<file path="config.mk">
export PLATFORM = sky130hd
export DESIGN_NAME = gcs_global_sel
export DESIGN_NICKNAME = d
export VERILOG_FILES = /design/src/rtl/gcs_pkg.sv /design/src/rtl/gcs_clk_lane.sv /design/src/rtl/gcs_sop_or.sv /design/src/rtl/gcs_ctrl_lane.sv /design/src/rtl/gcs_global_sel.sv
export SDC_FILE = /design/constraint.sdc
export NUM_CORES = 1
export LEC_CHECK = 0
export ABC_CLOCK_PERIOD_IN_PS = 2500
export CAP_MARGIN = 40
export CORE_MARGIN = 10
export CORE_UTILIZATION = 24
export DETAILED_ROUTE_END_ITERATION = 10
export PLACE_DENSITY = 0.92
export SYNTH_ARGS = -nofsm -noshare
export SYNTH_HDL_FRONTEND = slang
export SYNTH_HIERARCHICAL = 1
export SYNTH_SLANG_ARGS = --single-unit
</file>
<file path="constraint.sdc">
create_clock -name vclk -period 2.5
set_input_delay 0.75 -clock vclk [all_inputs]
set_output_delay 0.75 -clock vclk [all_outputs]
set_load 0.01 [all_outputs]
</file>
<file path="src/rtl/gcs_pkg.sv">
package gcs_pkg;
  typedef enum logic [1:0] {
    SRC_PIN1  = 2'b00,
    SRC_PIN2  = 2'b01,
    SRC_LOGIC = 2'b10,
    SRC_OFF   = 2'b11
  } clk_src_e;
endpackage

</file>
<file path="src/rtl/gcs_clk_lane.sv">
module gcs_clk_lane
  import gcs_pkg::*;
(
  input  logic       pin1_i,
  input  logic       pin2_i,
  input  logic       logic_clk_i,
  input  logic [1:0] sel_i,
  input  logic       ioc_inv_i,
  input  logic       inc_inv_i,
  output logic       lcc_clk_o,
  output logic       ioc_clk_o,
  output logic       inc_clk_o
);
  clk_src_e sel;
  logic     src;
  logic     off;

  always_comb begin
    sel = clk_src_e'(sel_i);
    off = 1'b0;
    case (sel)
      SRC_PIN1:  src = pin1_i;
      SRC_PIN2:  src = pin2_i;
      SRC_LOGIC: src = logic_clk_i;
      default: begin
        src = 1'b0;
        off = 1'b1;
      end
    endcase
    lcc_clk_o = src;
    // stopped clock stays low on every branch, polarity not applied
    ioc_clk_o = off ? 1'b0 : (src ^ ioc_inv_i);
    inc_clk_o = off ? 1'b0 : (src ^ inc_inv_i);

    if (sel_i == 2'b11) begin
      assert_off_low_R4: assert (!lcc_clk_o && !ioc_clk_o && !inc_clk_o);
    end else begin
      assert_ioc_pol_R5: assert ((ioc_clk_o ^ lcc_clk_o) == ioc_inv_i);
      assert_inc_pol_R6: assert ((inc_clk_o ^ lcc_clk_o) == inc_inv_i);
    end
  end
endmodule

</file>
<file path="src/rtl/gcs_sop_or.sv">
module gcs_sop_or #(
  parameter int TERMS = 4
) (
  input  logic [TERMS-1:0] terms_i,
  input  logic [TERMS-1:0] mask_i,
  output logic             hit_o
);
  assign hit_o = |(terms_i & mask_i);
endmodule

</file>
<file path="src/rtl/gcs_ctrl_lane.sv">
module gcs_ctrl_lane #(
  parameter int RST_TERMS = 4,
  parameter int PRE_TERMS = 4
) (
  input  logic [RST_TERMS-1:0] rst_terms_i,
  input  logic [RST_TERMS-1:0] rst_mask_i,
  input  logic [PRE_TERMS-1:0] pre_terms_i,
  input  logic [PRE_TERMS-1:0] pre_mask_i,
  input  logic                 regtype_term_i,
  input  logic                 regtype_en_i,
  output logic                 rst_o,
  output logic                 pre_o,
  output logic                 regtype_o
);
  logic rst_hit;
  logic pre_hit;

  gcs_sop_or #(.TERMS(RST_TERMS)) u_rst_sop (
    .terms_i (rst_terms_i),
    .mask_i  (rst_mask_i),
    .hit_o   (rst_hit)
  );

  gcs_sop_or #(.TERMS(PRE_TERMS)) u_pre_sop (
    .terms_i (pre_terms_i),
    .mask_i  (pre_mask_i),
    .hit_o   (pre_hit)
  );

  always_comb begin
    rst_o     = rst_hit;
    pre_o     = pre_hit & ~rst_hit;  // reset has priority
    regtype_o = regtype_term_i & regtype_en_i;

    assert_rst_wins_R9: assert (!(rst_o && pre_o));
    if (pre_hit) begin
      assert_pre_or_rst_R9: assert (pre_o != rst_o);
    end
    if (!regtype_en_i) begin
      assert_regtype_gate_R10: assert (!regtype_o);
    end
  end
endmodule

</file>
<file path="src/rtl/gcs_global_sel.sv">
module gcs_global_sel #(
  parameter int NUM_GROUPS = 2,
  parameter int RST_TERMS  = 4,
  parameter int PRE_TERMS  = 4
) (
  input  logic                            clk_pin1_i,
  input  logic                            clk_pin2_i,
  input  logic [NUM_GROUPS-1:0]           logic_clk_i,
  input  logic [2*NUM_GROUPS-1:0]         src_sel_i,
  input  logic [NUM_GROUPS-1:0]           ioc_inv_i,
  input  logic [NUM_GROUPS-1:0]           inc_inv_i,
  input  logic [NUM_GROUPS*RST_TERMS-1:0] rst_terms_i,
  input  logic [NUM_GROUPS*RST_TERMS-1:0] rst_mask_i,
  input  logic [NUM_GROUPS*PRE_TERMS-1:0] pre_terms_i,
  input  logic [NUM_GROUPS*PRE_TERMS-1:0] pre_mask_i,
  input  logic [NUM_GROUPS-1:0]           regtype_term_i,
  input  logic [NUM_GROUPS-1:0]           regtype_en_i,
  output logic [NUM_GROUPS-1:0]           lcc_clk_o,
  output logic [NUM_GROUPS-1:0]           ioc_clk_o,
  output logic [NUM_GROUPS-1:0]           inc_clk_o,
  output logic [NUM_GROUPS-1:0]           grp_rst_o,
  output logic [NUM_GROUPS-1:0]           grp_pre_o,
  output logic [NUM_GROUPS-1:0]           grp_regtype_o
);
  localparam int SEL_W = 2;

  for (genvar g = 0; g < NUM_GROUPS; g++) begin : g_grp
    gcs_clk_lane u_clk (
      .pin1_i      (clk_pin1_i),
      .pin2_i      (clk_pin2_i),
      .logic_clk_i (logic_clk_i[g]),
      .sel_i       (src_sel_i[g*SEL_W +: SEL_W]),
      .ioc_inv_i   (ioc_inv_i[g]),
      .inc_inv_i   (inc_inv_i[g]),
      .lcc_clk_o   (lcc_clk_o[g]),
      .ioc_clk_o   (ioc_clk_o[g]),
      .inc_clk_o   (inc_clk_o[g])
    );

    gcs_ctrl_lane #(
      .RST_TERMS (RST_TERMS),
      .PRE_TERMS (PRE_TERMS)
    ) u_ctrl (
      .rst_terms_i    (rst_terms_i[g*RST_TERMS +: RST_TERMS]),
      .rst_mask_i     (rst_mask_i[g*RST_TERMS +: RST_TERMS]),
      .pre_terms_i    (pre_terms_i[g*PRE_TERMS +: PRE_TERMS]),
      .pre_mask_i     (pre_mask_i[g*PRE_TERMS +: PRE_TERMS]),
      .regtype_term_i (regtype_term_i[g]),
      .regtype_en_i   (regtype_en_i[g]),
      .rst_o          (grp_rst_o[g]),
      .pre_o          (grp_pre_o[g]),
      .regtype_o      (grp_regtype_o[g])
    );
  end
endmodule

</file>
Word-level counts from Yosys, hierarchy flattened:

Cells that the tools add are included.

* word-level logic and storage cells: 32
* bits in writable memories: 0
* bits of input ports: 48
* output and inout port bits: 12
* ROM bits: 0
* bits in latches: 0
* memories kept: 0
* register bits: 0

* muxes and demuxes: 6
* shifts and indexed selects: 0
* div/mod/pow operators: 0
* $add $sub $neg: 0
* order comparisons: 0
* reduce and logical (&&, ||, !) cells: 8
* bitwise logic cells: 14
* equality and inequality tests: 4
* multiply operators: 0

Operator list (number)
* $and A4 B4 Y4: 4
* $reduce_or A4 Y1: 4
* $pmux W1 S3: 2
* $reduce_or A3 Y1: 2
* $and A1 B1 Y1: 4
* $eq A2 B1 Y1 const B: 2
* $eq A2 B2 Y1 const B: 2
* $logic_not A2 Y1: 2
* $mux W1: 4
* $xor A1 B1 Y1: 4
* $not A1 Y1: 2

Logic depth before layout (Yosys ltp):

Gate-level depths: netlist (run 1).

* depth after elaboration: 4
* mapped depth: 3

By module:

Netlist (run 1), hierarchy kept.

By module, submodules not included
* gcs_clk_lane: cells an instance 15, instances 2, area each 113.9 sq um
* gcs_sop_or: cells an instance 3, instances 4, area each 18.8 sq um
* gcs_ctrl_lane: cells an instance 2, instances 2, area each 20.0 sq um

Least setup slack after synthesis (run 1):

Ideal clock, no wire load.

* path kind: in2out
* start point: input rst_terms_i[0]
* end point: output grp_pre_o[0]
* stages: 3
* data arrival time: 1215 ps
* buffers on the path: 0
* setup slack: 535 ps
* cell sequence: a22oi_1 nand2_1 nor2b_4

* word-level cells in the longest chain between the ends: 4

RTL lines
* start: declaration: line gcs_global_sel.sv:12 `input logic [NUM_GROUPS*RST_TERMS-1:0] rst_terms_i,`
* $and A4 B4 Y4: line gcs_sop_or.sv:8 `assign hit_o = |(terms_i & mask_i);`
* $reduce_or A4 Y1: line gcs_sop_or.sv:8
* net grp_rst_o[0]: line gcs_global_sel.sv:21 `output logic [NUM_GROUPS-1:0] grp_rst_o,`
* $not A1 Y1: line gcs_ctrl_lane.sv:32 `pre_o = pre_hit & ~rst_hit;`
* $and A1 B1 Y1: line gcs_ctrl_lane.sv:32
* end: declaration: line gcs_global_sel.sv:22 `output logic [NUM_GROUPS-1:0] grp_pre_o,`

The timed path passes the listed nets, and every way through them passes these cells.

Worst setup path after layout (run 1):

* start point: input rst_terms_i[2]
* end point: output grp_pre_o[0]

* word-level cells in the longest chain between the ends: 4

RTL lines (line)
* $and A4 B4 Y4: gcs_sop_or.sv:8
* $reduce_or A4 Y1: gcs_sop_or.sv:8
* $not A1 Y1: gcs_ctrl_lane.sv:32
* $and A1 B1 Y1: gcs_ctrl_lane.sv:32

No other way between the ends.

==> metrics.csv, run 1 <==
stage;metric;value;unit
sta;post-route-period-util;98.62;%
route;ant_nets;0;
yosys;syn-num-nets;94;
place;gp_congestion;0.6508;
yosys;syn_area_per_cell;7.453;sq um
sta;period_needed;2466;ps
sta;final-hold-violation-count;0;
final_layout;design.seq.count;0;
die;coreArea;0.001318;sq mm
die;dieArea;0.003340;sq mm
die;die_y;57.80;microns
grt;grt_max_degree;7;
final_layout;antennaDiodeCount;0;
place;dp.cells;126;
critical_path;end_kind;output port;
place;dp_hpwl;2.023;mm
grt;first_global_vias;750;
grt;grt_overflow;0;
clock_tree;postCtsSetupBuffers;0;
final_layout;nClkBuffers;0;
sta;worst_slew_pin_slew;231.0;ps
route;vias_per_cell;4.762;
route;vias;600;
route;first_pass_iters;3;
final_layout;instances_no_fill;126;
yosys;syn-instance-count;46;
final_layout;seq_area;0;sq um
sta;finalMaxSlewViolations;0;
final_layout;final_core_util;72.93;%
route;drtIter0Drc;9;
grt;grt_pass1_wl;3.374;mm
critical_path;arrival;1720;ps
pwr;power.density;180.1;mW/mm^2
die;rows;13;
die;die_w;57.80;microns
yosys;seq_area_frac_synth;0;%
yosys;synth_area;342.8;sq um
yosys;ys_warn_count;6;
sta;whs;1976;ps
final_layout;fin_nets;161;
route;wl;2.128;mm
critical_path;startpoint_type;primary input;
route;drcViolationCount;0;
yosys;synth_cell_type_count;10;
grt;antenna_found_initial;0;
final_layout;syn2layout_area_growth;180.3;%
min_path;hp-class;primary input to output port;
pwr;max-vdd-ir-drop;0.09601;mV
place;port_buffers;60;
sta;slew_headroom;84.47;%
outcome;status;finished, final reports clean;
sta;max_freq;405.6;MHz
die;ios;60;
route;post_drt_wl_per_cell;16.89;microns
die;initial_core_util;26.02;%
critical_path;critPathKind;primary input to output port;
grt;grt_usage;11.99;%
critical_path;crit_required;1750;ps
run;drv_cap;0;
sta;finalSetupViolCount;0;
clock_tree;cts_hold_buf;0;
final_layout;drive_above_1_share;20.72;%
sta;rsz0062_at_grt;true;
critical_path;cp_max_fo;2;
pwr;leakage;0.4297;nW
-- where the power goes --
part | internal, mW | total [mW] | leakage, nW | switching (mW)
sequential | 0 | 0 | 0 | 0
combinational | 0.109 | 0.173 | 0.430 | 0.0644
clock | 0 | 0 | 0 | 0
-- cells by family after synthesis --
kind of cell    after synthesis  synth area share (%)
compound gates               18                 37.96
simple gates                 14                 25.55
xor+xnor                     12                 30.66
mux                           2                 5.840
-- cell type report --
type	instances	area, sq um
tap	15	18.77
multi-input combinational	46	367.9
fill	96	356.6
timing repair buffer	65	574.3
-- Yosys cell counts --
library cell / instances / area share (%)
a22oi_1: 12 / 26
xor2_1: 8 / 20
nand2_1: 6 / 6.6
nor2b_1: 4 / 7.3
o31ai_1: 4 / 8.8
xnor2_1: 4 / 10
and2_1: 2 / 3.6
mux2i_1: 2 / 5.8
nor2b_4: 2 / 8.0
o21ai_0: 2 / 2.9
-- metrics by stage --
step           setup slack [ps]  total power [mW]  cell area, sq um  TNS (ps)
3_5_place_dp             -636.2            0.1914             999.7     -4932
5_1_grt                  -42.27            0.1880             960.9    -42.27
3_3_place_gp             -580.1            0.1868             999.7     -4669
2_1_floorplan             535.2           0.05591             342.8         0
6_report                  34.44            0.1730             960.9         0
4_1_cts                   6.708            0.1746             968.4         0
-- metal layers --
metal / vias up / track usage [%] / share of wire [%]
met4: 0 / 0 / 0
met2: 33 / 22.85 / 52
met1: 262 / 10.49 / 32
met5: - / 0 / 0
li1: 305 / - / -
met3: 0 / 8.715 / 16
-- critical path: stages --
cell and delay (ps):
clkdlybuf4s50_1 410, a22oi_1 190, nand2_1 130, nor2b_4 110, buf_2 130
-- final timing paths --
check                 endpoint            from  slack, ps  depth (start not counted)
hold / removal    lcc_clk_o[0]      clk_pin2_i       1980                          4
setup / recovery  grp_pre_o[0]  rst_terms_i[2]         30                          5
-- layout by cell type (no fill, tap or decap), drive strengths merged --
master,instances
clkbuf,3
clkdlybuf4s50,36
xnor2,4
clkdlybuf4s15,1
mux2i,2
nand2,6
buf,13
o31ai,4
o21ai,2
a22oi,12
xor2,8
and2,2
nor2b,6
dlygate4sd2,12
-- timing repair --
item	in CTS	in global routing
gates resized for setup	58	8
endpoints found under the setup margin	12	6
pin swaps	3	2
(Power assumes the default switching activity.)
==> inputs of run 2 (changes only) <==
--- a/config.mk
+++ b/config.mk
@@ -7,7 +7,7 @@
 export LEC_CHECK = 0
 export ABC_CLOCK_PERIOD_IN_PS = 2500
 export CAP_MARGIN = 40
-export CORE_MARGIN = 10
+export CORE_MARGIN = 4
 export CORE_UTILIZATION = 24
 export DETAILED_ROUTE_END_ITERATION = 10
 export PLACE_DENSITY = 0.92
==> metrics.csv, run 2 (synthesis gave the netlist of run 1 again) <==
stage;metric;value;unit;change
route;vias;621;;+3.5%
clock_tree;cts_hold_buf;0;;unchanged
die;rows;13;;unchanged
min_path;worstHoldEndpoint;grp_pre_o[0];;
die;die_w;45.80;microns;-21%
sta;slew_headroom;85.48;%;+1.0 points
place;dp_hpwl;1.658;mm;-18%
sta;final-hold-violation-count;0;;unchanged
route;first_pass_iters;4;;+1
die;die_y;45.80;microns;-21%
pwr;leakage;0.4433;nW;+3.2%
critical_path;arrival;1710;ps;about the same
grt;grt_usage;17.24;%;+5.3 points
route;vias_per_cell;4.968;;+4.3%
pwr;seqPwrFrac;0;%;unchanged
sta;finalSetupViolCount;0;;unchanged
sta;whs;1959;ps;-17.72 ps
die;dieArea;0.002097;sq mm;-37%
pwr;power;0.1795;mW;+3.8%
route;wl;1.848;mm;-13%
route;post_drt_wl_per_cell;14.78;microns;-12%
place;dp_slack;-604.2;ps;+32.03 ps
sta;finalMaxSlewViolations;0;;unchanged
sta;post-route-period-util;98.31;%;-0.31 points
sta;fin_ws;42.24;ps;+7.800 ps
pwr;clock_power_share;0;%;unchanged
die;ios;60;;unchanged
place;port_buffers;60;;unchanged
critical_path;cp_slowest_cell;clkdlybuf4s50_1;;
critical_path;end_kind;output port;;
grt;grt_pass1_wl;2.732;mm;-19%
die;coreArea;0.001318;sq mm;unchanged
grt;grt_overflow;0;;unchanged
final_layout;seq_area;0;sq um;unchanged
die;initial_core_util;26.02;%;unchanged
pwr;p_switching;0.06676;mW;+3.6%
final_layout;final_core_util;75.21;%;+2.3 points
route;drtIter0Drc;9;;unchanged
critical_path;startpoint_type;primary input;;
pwr;comb_power_share;100.0;%;about the same
run;drv_cap;0;;unchanged
final_layout;fin_nets;160;;-0.62%
pwr;max-vdd-ir-drop;0.1060;mV;+10%
pwr;swShare;37.18;%;-0.044 points
sta;max_freq;406.9;MHz;+0.32%
final_layout;drive_above_1_share;23.64;%;+2.9 points
final_layout;antennaDiodeCount;0;;unchanged
route;drcViolationCount;0;;unchanged
final_layout;layout_common_cells;clkdlybuf4s50_1, dlygate4sd2_1, xor2_1, a22oi_1, buf_2;;
pwr;p_int;0.1128;mW;+3.8%
pwr;power.density;181.2;mW/mm^2;+0.62%
final_layout;nFillCells;85;;-11%
grt;first_global_vias;701;;-6.5%
critical_path;cp_max_fo;2;;unchanged
place;gp_congestion;0.7631;;+17%
place;dpl_cell_area;992.2;sq um;-0.75%
final_layout;design.seq.count;0;;unchanged
min_path;hold_path_depth;5;;+1
outcome;status;finished, final reports clean;;
sta;period_needed;2458;ps;-7.799 ps
sta;worst_slew_pin_slew;217.8;ps;-13.21 ps
final_layout;final_common_cell;clkdlybuf4s50_1;;
final_layout;postLayoutCellArea;991.0;sq um;+3.1%
grt;grt_max_degree;7;;unchanged
grt;antenna_found_initial;0;;unchanged
critical_path;crit_chain;clkdlybuf4s50_1 > a22oi_1 > nand2_2 > buf_6 > buf_6;;
critical_path;crit_required;1750;ps;about the same
final_layout;syn2layout_area_growth;189.1;%;
critical_path;slowest_delay;390;ps;-20 ps
critical_path;path_common_cell;buf_6;;
route;ant_nets;0;;unchanged
critical_path;crit_family;buffers and inverters;;
final_layout;nClkBuffers;0;;unchanged
critical_path;critPathKind;primary input to output port;;
critical_path;worst-path-buf-inv;3;;+1
min_path;min_from;rst_terms_i[0];;
min_path;hp-class;primary input to output port;;
[run 2: metrics by stage]
stage | TNS [ps] | cells
final | 0 | 125
after global routing | -3.922 | 125
after CTS | 0 | 125
after detailed placement | -4970 | 125
after global placement | -4638 | 125
after floorplan | 0 | 46
[run 2: power by group through the flow]
stage                     logic [mW]  registers, mW  clock network [mW]
after floorplan               0.0559              0                   0
after global placement         0.184              0                   0
after detailed placement       0.190              0                   0
after CTS                      0.174              0                   0
after global routing           0.193              0                   0
final                          0.180              0                   0
[run 2: worst max-delay path by stage]
stage                         from  slack [ps]      endpoint  cells past startpoint
floorplan           rst_terms_i[0]         540  grp_pre_o[0]                      3
global placement        clk_pin2_i        -560  inc_clk_o[0]                      5
detailed placement      clk_pin2_i        -600  ioc_clk_o[0]                      5
CTS                 rst_terms_i[0]           5  grp_rst_o[0]                      5
global route        rst_terms_i[3]          -3  grp_rst_o[0]                      5
finish              rst_terms_i[3]          40  grp_rst_o[0]                      5
[run 2: layout make-up]
class | instances | area [sq um] | share of cell area, %
multi-input combinational | 46 | 380.4 | 38.38
tap | 15 | 18.77 | 1.894
timing repair buffer | 64 | 591.8 | 59.72
[run 2: routing by layer]
layer	vias to the layer above	part of all wire [%]	track usage, %
li1	304	-	-
met5	-	0	0
met4	0	0.49	0
met3	2	9.5	4.743
met1	283	33	17.44
met2	32	57	35.93
[run 2: timing repair]
item                                    in CTS  in global routing
gates resized for setup                     62                 11
pin swaps                                    6                  2
setup buffers                                0                  0
endpoints found under the setup margin      12                  7
